### config.mk
export PLATFORM = sky130hd
export DESIGN_NAME = pll_i2c_target
export DESIGN_NICKNAME = d
export VERILOG_FILES = /design/src/rtl/pll_i2c_pkg.sv /design/src/rtl/i2c_line_sync.sv /design/src/rtl/i2c_byte_fsm.sv /design/src/rtl/word_pair_sorter.sv /design/src/rtl/pll_i2c_target.sv
export SDC_FILE = /design/constraint.sdc
export NUM_CORES = 1
export LEC_CHECK = 0
export ABC_AREA = 1
export CAP_MARGIN = 25
export CORE_ASPECT_RATIO = 0.75
export CORE_MARGIN = 2
export CORE_UTILIZATION = 47
export DETAILED_ROUTE_END_ITERATION = 8
export PLACE_DENSITY = 0.7
export SYNTH_ARGS = -nofsm -noshare
export SYNTH_HDL_FRONTEND = slang
export SYNTH_HIERARCHICAL = 1
export SYNTH_SLANG_ARGS = --single-unit
### constraint.sdc
create_clock -name clk_i -period 2.9 [get_ports clk_i]
set_input_delay 0.58 -clock clk_i [delete_from_list [all_inputs] [get_ports clk_i]]
set_output_delay 0.58 -clock clk_i [all_outputs]
set_load 0.005 [all_outputs]
### src/rtl/pll_i2c_pkg.sv
package pll_i2c_pkg;
  localparam int BYTE_W = 8;
  localparam int WORD_W = 2 * BYTE_W - 1;
  localparam int CNT_W  = $clog2(BYTE_W + 1);

  typedef enum logic [2:0] {
    ST_IDLE, ST_ADDR, ST_AACK, ST_WDATA, ST_WACK, ST_RDATA, ST_RACK, ST_SKIP
  } bus_st_e;
endpackage

### src/rtl/i2c_line_sync.sv
module i2c_line_sync #(
  parameter int SYNC_STAGES = 2
) (
  input  logic clk_i,
  input  logic rst_ni,
  input  logic scl_i,
  input  logic sda_i,
  output logic sda_o,
  output logic scl_rise_o,
  output logic scl_fall_o,
  output logic start_o,
  output logic stop_o
);
  localparam int MSB = SYNC_STAGES - 1;

  logic [MSB:0] scl_ff, sda_ff;
  logic scl_d, sda_d, scl_s, sda_s;

  always_ff @(posedge clk_i or negedge rst_ni) begin
    if (!rst_ni) begin
      scl_ff <= '1;
      sda_ff <= '1;
      scl_d  <= 1'b1;
      sda_d  <= 1'b1;
    end else begin
      scl_ff <= {scl_ff[MSB-1:0], scl_i};
      sda_ff <= {sda_ff[MSB-1:0], sda_i};
      scl_d  <= scl_ff[MSB];
      sda_d  <= sda_ff[MSB];
    end
  end

  assign scl_s      = scl_ff[MSB];
  assign sda_s      = sda_ff[MSB];
  assign sda_o      = sda_s;
  assign scl_rise_o = scl_s & ~scl_d;
  assign scl_fall_o = ~scl_s & scl_d;
  // SDA edge while SCL stays high
  assign start_o    = scl_s & scl_d & sda_d & ~sda_s;
  assign stop_o     = scl_s & scl_d & ~sda_d & sda_s;
endmodule

### src/rtl/i2c_byte_fsm.sv
module i2c_byte_fsm
  import pll_i2c_pkg::*;
#(
  parameter logic [6:0] DEV_ADDR = 7'h61
) (
  input  logic              clk_i,
  input  logic              rst_ni,
  input  logic              sda_i,
  input  logic              rise_i,
  input  logic              fall_i,
  input  logic              start_i,
  input  logic              stop_i,
  input  logic [BYTE_W-1:0] status_i,
  output logic              sda_oe_o,
  output logic              byte_stb_o,
  output logic [BYTE_W-1:0] byte_o,
  output logic              pair_clr_o,
  output bus_st_e           st_o
);
  localparam logic [CNT_W-1:0] LAST = CNT_W'(BYTE_W - 1);
  localparam logic [CNT_W-1:0] FULL = CNT_W'(BYTE_W);

  bus_st_e           st;
  logic [CNT_W-1:0]  cnt;
  logic [BYTE_W-1:0] rx, tx;
  logic              oe, rw, mack;

  always_ff @(posedge clk_i or negedge rst_ni) begin
    if (!rst_ni) begin
      st   <= ST_IDLE;
      cnt  <= '0;
      rx   <= '0;
      tx   <= '0;
      oe   <= 1'b0;
      rw   <= 1'b0;
      mack <= 1'b0;
    end else if (stop_i) begin
      st <= ST_IDLE;
      oe <= 1'b0;
    end else if (start_i) begin
      st  <= ST_ADDR;
      cnt <= '0;
      oe  <= 1'b0;
    end else begin
      unique case (st)
        ST_ADDR, ST_WDATA: begin
          if (rise_i) begin
            rx  <= {rx[BYTE_W-2:0], sda_i};
            cnt <= cnt + 1'b1;
          end else if (fall_i && cnt == FULL) begin
            cnt <= '0;
            if (st == ST_WDATA) begin
              st <= ST_WACK;
              oe <= 1'b1;
            end else if (rx[BYTE_W-1:1] == DEV_ADDR) begin
              st <= ST_AACK;
              oe <= 1'b1;
              rw <= rx[0];
            end else begin
              st <= ST_SKIP;
            end
          end
        end
        ST_AACK: if (fall_i) begin
          if (rw) begin
            st <= ST_RDATA;
            tx <= status_i;
            oe <= ~status_i[BYTE_W-1];
          end else begin
            st <= ST_WDATA;
            oe <= 1'b0;
          end
        end
        ST_WACK: if (fall_i) begin
          st <= ST_WDATA;
          oe <= 1'b0;
        end
        ST_RDATA: begin
          if (rise_i) cnt <= cnt + 1'b1;
          else if (fall_i) begin
            if (cnt == FULL) begin
              st  <= ST_RACK;
              oe  <= 1'b0;
              cnt <= '0;
            end else begin
              tx <= {tx[BYTE_W-2:0], 1'b0};
              oe <= ~tx[BYTE_W-2];
            end
          end
        end
        ST_RACK: begin
          if (rise_i) mack <= ~sda_i;
          else if (fall_i) begin
            if (mack) begin
              st <= ST_RDATA;
              tx <= status_i;
              oe <= ~status_i[BYTE_W-1];
            end else begin
              st <= ST_SKIP;
            end
          end
        end
        default: ;
      endcase
    end
  end

  assign sda_oe_o   = oe;
  assign byte_stb_o = (st == ST_WDATA) && rise_i && (cnt == LAST);
  assign byte_o     = {rx[BYTE_W-2:0], sda_i};
  assign pair_clr_o = start_i | stop_i;
  assign st_o       = st;
endmodule

### src/rtl/word_pair_sorter.sv
module word_pair_sorter
  import pll_i2c_pkg::*;
(
  input  logic              clk_i,
  input  logic              rst_ni,
  input  logic              clr_i,
  input  logic              stb_i,
  input  logic [BYTE_W-1:0] byte_i,
  output logic [WORD_W-1:0] div_o,
  output logic              div_load_o,
  output logic [WORD_W-1:0] ctrl_o,
  output logic              ctrl_load_o
);
  logic [BYTE_W-1:0] first;
  logic              have;

  always_ff @(posedge clk_i or negedge rst_ni) begin
    if (!rst_ni) begin
      first       <= '0;
      have        <= 1'b0;
      div_o       <= '0;
      ctrl_o      <= '0;
      div_load_o  <= 1'b0;
      ctrl_load_o <= 1'b0;
    end else begin
      div_load_o  <= 1'b0;
      ctrl_load_o <= 1'b0;
      if (clr_i) begin
        have <= 1'b0;
      end else if (stb_i) begin
        if (!have) begin
          first <= byte_i;
          have  <= 1'b1;
        end else begin
          have <= 1'b0;
          if (first[BYTE_W-1]) begin
            ctrl_o      <= {first[BYTE_W-2:0], byte_i};
            ctrl_load_o <= 1'b1;
          end else begin
            div_o      <= {first[BYTE_W-2:0], byte_i};
            div_load_o <= 1'b1;
          end
        end
      end
    end
  end
endmodule

### src/rtl/pll_i2c_target.sv
module pll_i2c_target
  import pll_i2c_pkg::*;
#(
  parameter logic [6:0] DEV_ADDR    = 7'h61,
  parameter int         SYNC_STAGES = 2
) (
  input  logic              clk_i,
  input  logic              rst_ni,
  input  logic              scl_i,
  input  logic              sda_i,
  output logic              sda_oe_o,
  input  logic [BYTE_W-1:0] status_i,
  output logic [WORD_W-1:0] div_o,
  output logic              div_load_o,
  output logic [WORD_W-1:0] ctrl_o,
  output logic              ctrl_load_o
);
  logic sda_s, scl_rise, scl_fall, bus_start, bus_stop;
  logic byte_stb, pair_clr;
  logic [BYTE_W-1:0] rx_byte;
  bus_st_e st;

  i2c_line_sync #(.SYNC_STAGES(SYNC_STAGES)) u_sync (
    .clk_i, .rst_ni, .scl_i, .sda_i,
    .sda_o(sda_s), .scl_rise_o(scl_rise), .scl_fall_o(scl_fall),
    .start_o(bus_start), .stop_o(bus_stop)
  );

  i2c_byte_fsm #(.DEV_ADDR(DEV_ADDR)) u_fsm (
    .clk_i, .rst_ni, .sda_i(sda_s), .rise_i(scl_rise), .fall_i(scl_fall),
    .start_i(bus_start), .stop_i(bus_stop), .status_i,
    .sda_oe_o, .byte_stb_o(byte_stb), .byte_o(rx_byte),
    .pair_clr_o(pair_clr), .st_o(st)
  );

  word_pair_sorter u_sort (
    .clk_i, .rst_ni, .clr_i(pair_clr), .stb_i(byte_stb), .byte_i(rx_byte),
    .div_o, .div_load_o, .ctrl_o, .ctrl_load_o
  );
endmodule

==> results.sh <==
export IMPL_core_um2=7300
export IMPL_maxCapViolations=0
export IMPL_slew_headroom=0.622
export IMPL_critPathCaptureType="flip-flop"
export IMPL_n_antenna_cell=0
export IMPL_vias=2774
export IMPL_grt_pass1_wl_um=12700
export IMPL_crit_fanout=25
export IMPL_routedWlPerCell_um=13.0
export IMPL_grtUsageTotal=0.198
export IMPL_start_kind="flip-flop"
export IMPL_fin_ws_ns=0.459
export IMPL_synth_yosys_seq_area_share=0.516
export IMPL_cts_sinks=72
export IMPL_cts_made_buffers=9
export IMPL_pin_count=45
export IMPL_final_util=0.566
export IMPL_netlist_instances=421
export IMPL_final_cell_mix="nand2_1, dfrtp_1, nand3_1"
export IMPL_hold_class="in2async"
export IMPL_cts_hold_buf=0
export IMPL_drt_total_wl_um=7360
export IMPL_final_max_slew_violation_count=0
export IMPL_port_buffers=44
export IMPL_cts_tree="built"
export IMPL_routed_via_density=4.89
export IMPL_fmax_mhz=410
export IMPL_dp_hpwl_um=5280
export IMPL_final_common_cell="nand2_1"
export IMPL_post_cts_buffers=0
export IMPL_clk_latency_ns=0.34
export IMPL_power_leakage_nw=2.16
export IMPL_nets=475
export IMPL_fin_area_um2=4130
export IMPL_grt_pass1_vias=2604
export IMPL_finalNonFillerCells=567
export IMPL_period_needed_ns=2.44
export IMPL_rows=27
export IMPL_root_buffer="clkbuf_8"
export IMPL_ir_worst_vdd_v=0.000368
export IMPL_synth_warnings=6
export IMPL_die_area_um2=8170
export IMPL_cp_arrival_ns=2.67
export IMPL_finalSetupViolations=0
export IMPL_die_h_um=78.8
export IMPL_status="complete, no violations"
export IMPL_dp_cells=551
export IMPL_initial_utilization=0.480
export IMPL_hold_violations=0
export IMPL_power_density_nw_per_um2=754
export IMPL_drt_iter0_drc=272
export IMPL_drive_gt1_frac=0.120
export IMPL_cp_required_ns=3.13
export IMPL_multi_input_area_um2=1400
export IMPL_cts_resized=0
export IMPL_worst_pin_slew_ns=0.566
export IMPL_ys_ff_latch=72
export IMPL_drc=0
export IMPL_postPlaceCellArea_um2=3940
export IMPL_fin_skew_ns=0.00477
export IMPL_drtPass1Iterations=4
export IMPL_min_period_over_period=0.842
export IMPL_syn_area_per_cell_um2=8.32
export IMPL_grt_start_max_net_pins=27
export IMPL_syn_nets=435
export IMPL_path_class="reg2reg"
export IMPL_syn2layout_area_growth_pct=17.9
export IMPL_gp_congestion=0.861
export IMPL_finalSetupTns_ns=0
export IMPL_syn_cell_area_um2=3500
export IMPL_clockBufferDepth=2
export IMPL_rsz0062_at_grt="false"
export IMPL_fillerInstances=672
export IMPL_fp_dieW_um=104
export IMPL_htreeDepth=3
export IMPL_synth_cell_types=31
export IMPL_dp_slack_ns=0.486
export IMPL_antenna_found_initial=0
export IMPL_ant_nets=0
export IMPL_clk_pin_slew_ns=0.07
export IMPL_gr_total_overflow=0
export IMPL_ff_latch_area_um2=1810
## worst paths after layout
path / slack (ns) / to / cells after the start / from
worst min register to register: 0.36 / u_sync/sda_ff[1] / 0 / u_sync/sda_ff[0]
min in group clk_i: 0.36 / u_sync/sda_ff[1] / 0 / u_sync/sda_ff[0]
worst min-delay path: 0.22 / u_fsm/tx[1] / 1 / rst_ni
max in group asynchronous: 1.93 / u_fsm/cnt[1] / 2 / rst_ni
worst max register to register: 0.46 / u_sort/first[2] / 9 / u_sync/scl_ff[1]
worst max-delay path: 0.46 / u_sort/first[2] / 9 / u_sync/scl_ff[1]
## cell usage after synthesis
cell type    n  area share
nand2_2      5      0.0089
nor3_1       3      0.0043
nand3_1     56       0.080
a21oi_4      1      0.0046
a21oi_1      3      0.0043
clkinv_1     2      0.0021
a21boi_1     1      0.0021
o21ai_1      9       0.013
nor2_4       5       0.016
dfrtp_1     66        0.47
nand4_1      1      0.0018
nand2_4      5       0.016
buf_6        5       0.016
inv_2        6      0.0064
buf_2        1      0.0014
ha_1         2      0.0071
clkbuf_1     1      0.0011
nor4_1       2      0.0036
o211ai_1     1      0.0021
mux2_2       2      0.0064
dfstp_2      6       0.045
nor2_2       3      0.0054
o21ai_0      9       0.013
nor3_4       1      0.0046
nand2_1    155        0.17
buf_4       13       0.028
xor2_1       1      0.0025
nand3_2      2      0.0057
nor2_1      23       0.025
nand3b_1     3      0.0064
inv_1       28       0.030
## state kept, by name (all words and copies together) (netlist names), 2 cells and up
register / cells
u_sync/scl_ff: 2
u_fsm/st_o: 3
u_fsm/rx: 8
u_sort/ctrl_o: 15
u_fsm/cnt: 4
u_sort/first: 8
u_sync/sda_ff: 2
u_fsm/tx: 7
u_sort/div_o: 15
## worst max-delay path, cell delays in order, from the launching register on
cell	delay [ns]
dfstp_2	0.55
inv_1	0.04
nor2_1	0.21
inv_1	0.11
nor4_1	0.37
inv_1	0.14
nor2_4	0.47
nand2_2	0.25
nand2_1	0.12
nand2_1	0.06
## metrics by stage
step	hold WS (ns)	power, mW
floorplan	0.284	2.18
global placement	0.346	2.35
detailed placement	0.349	2.36
CTS	0.219	3.13
global route	0.248	3.36
finish	0.222	3.11
## power breakdown
group | switching (mW) | leakage (nW) | internal, mW
registers | 0.166 | 0.952 | 1.17
clock network | 0.361 | 0.0973 | 0.398
logic | 0.662 | 1.11 | 0.361
total | 1.19 | 2.16 | 1.92
## final cells by class
type / count / area share
clock buffers: 11 / 0.0318
clock inverters: 5 / 0.0139
inverters: 36 / 0.0327
multi-input cells: 293 / 0.338
flip-flops and latches: 72 / 0.438
well taps: 101 / 0.0306
repair buffers: 49 / 0.115
## routing by layer
| metal | track usage | share of wire |
|---|---|---|
| met3 | 0.0632 | 0.056 |
| met1 | 0.285 | 0.50 |
| met2 | 0.286 | 0.45 |
| met4 | 0.0635 | 0 |
| met5 | 0 | 0 |
## logic make-up (layout without fill, tap and decap cells)
group,after synthesis,count (layout),synth area share
AOI/OAI and AO/OA,24,24,0.0389
xor gates and xnor gates,1,1,0.00250
adders and majority gates,2,2,0.00714
buffers and inverters,56,101,0.0850
DFF,72,72,0.516
muxes,2,2,0.00643
and+or+nand+nor,264,264,0.344
No activity file was read; power rests on OpenSTA's default activity.
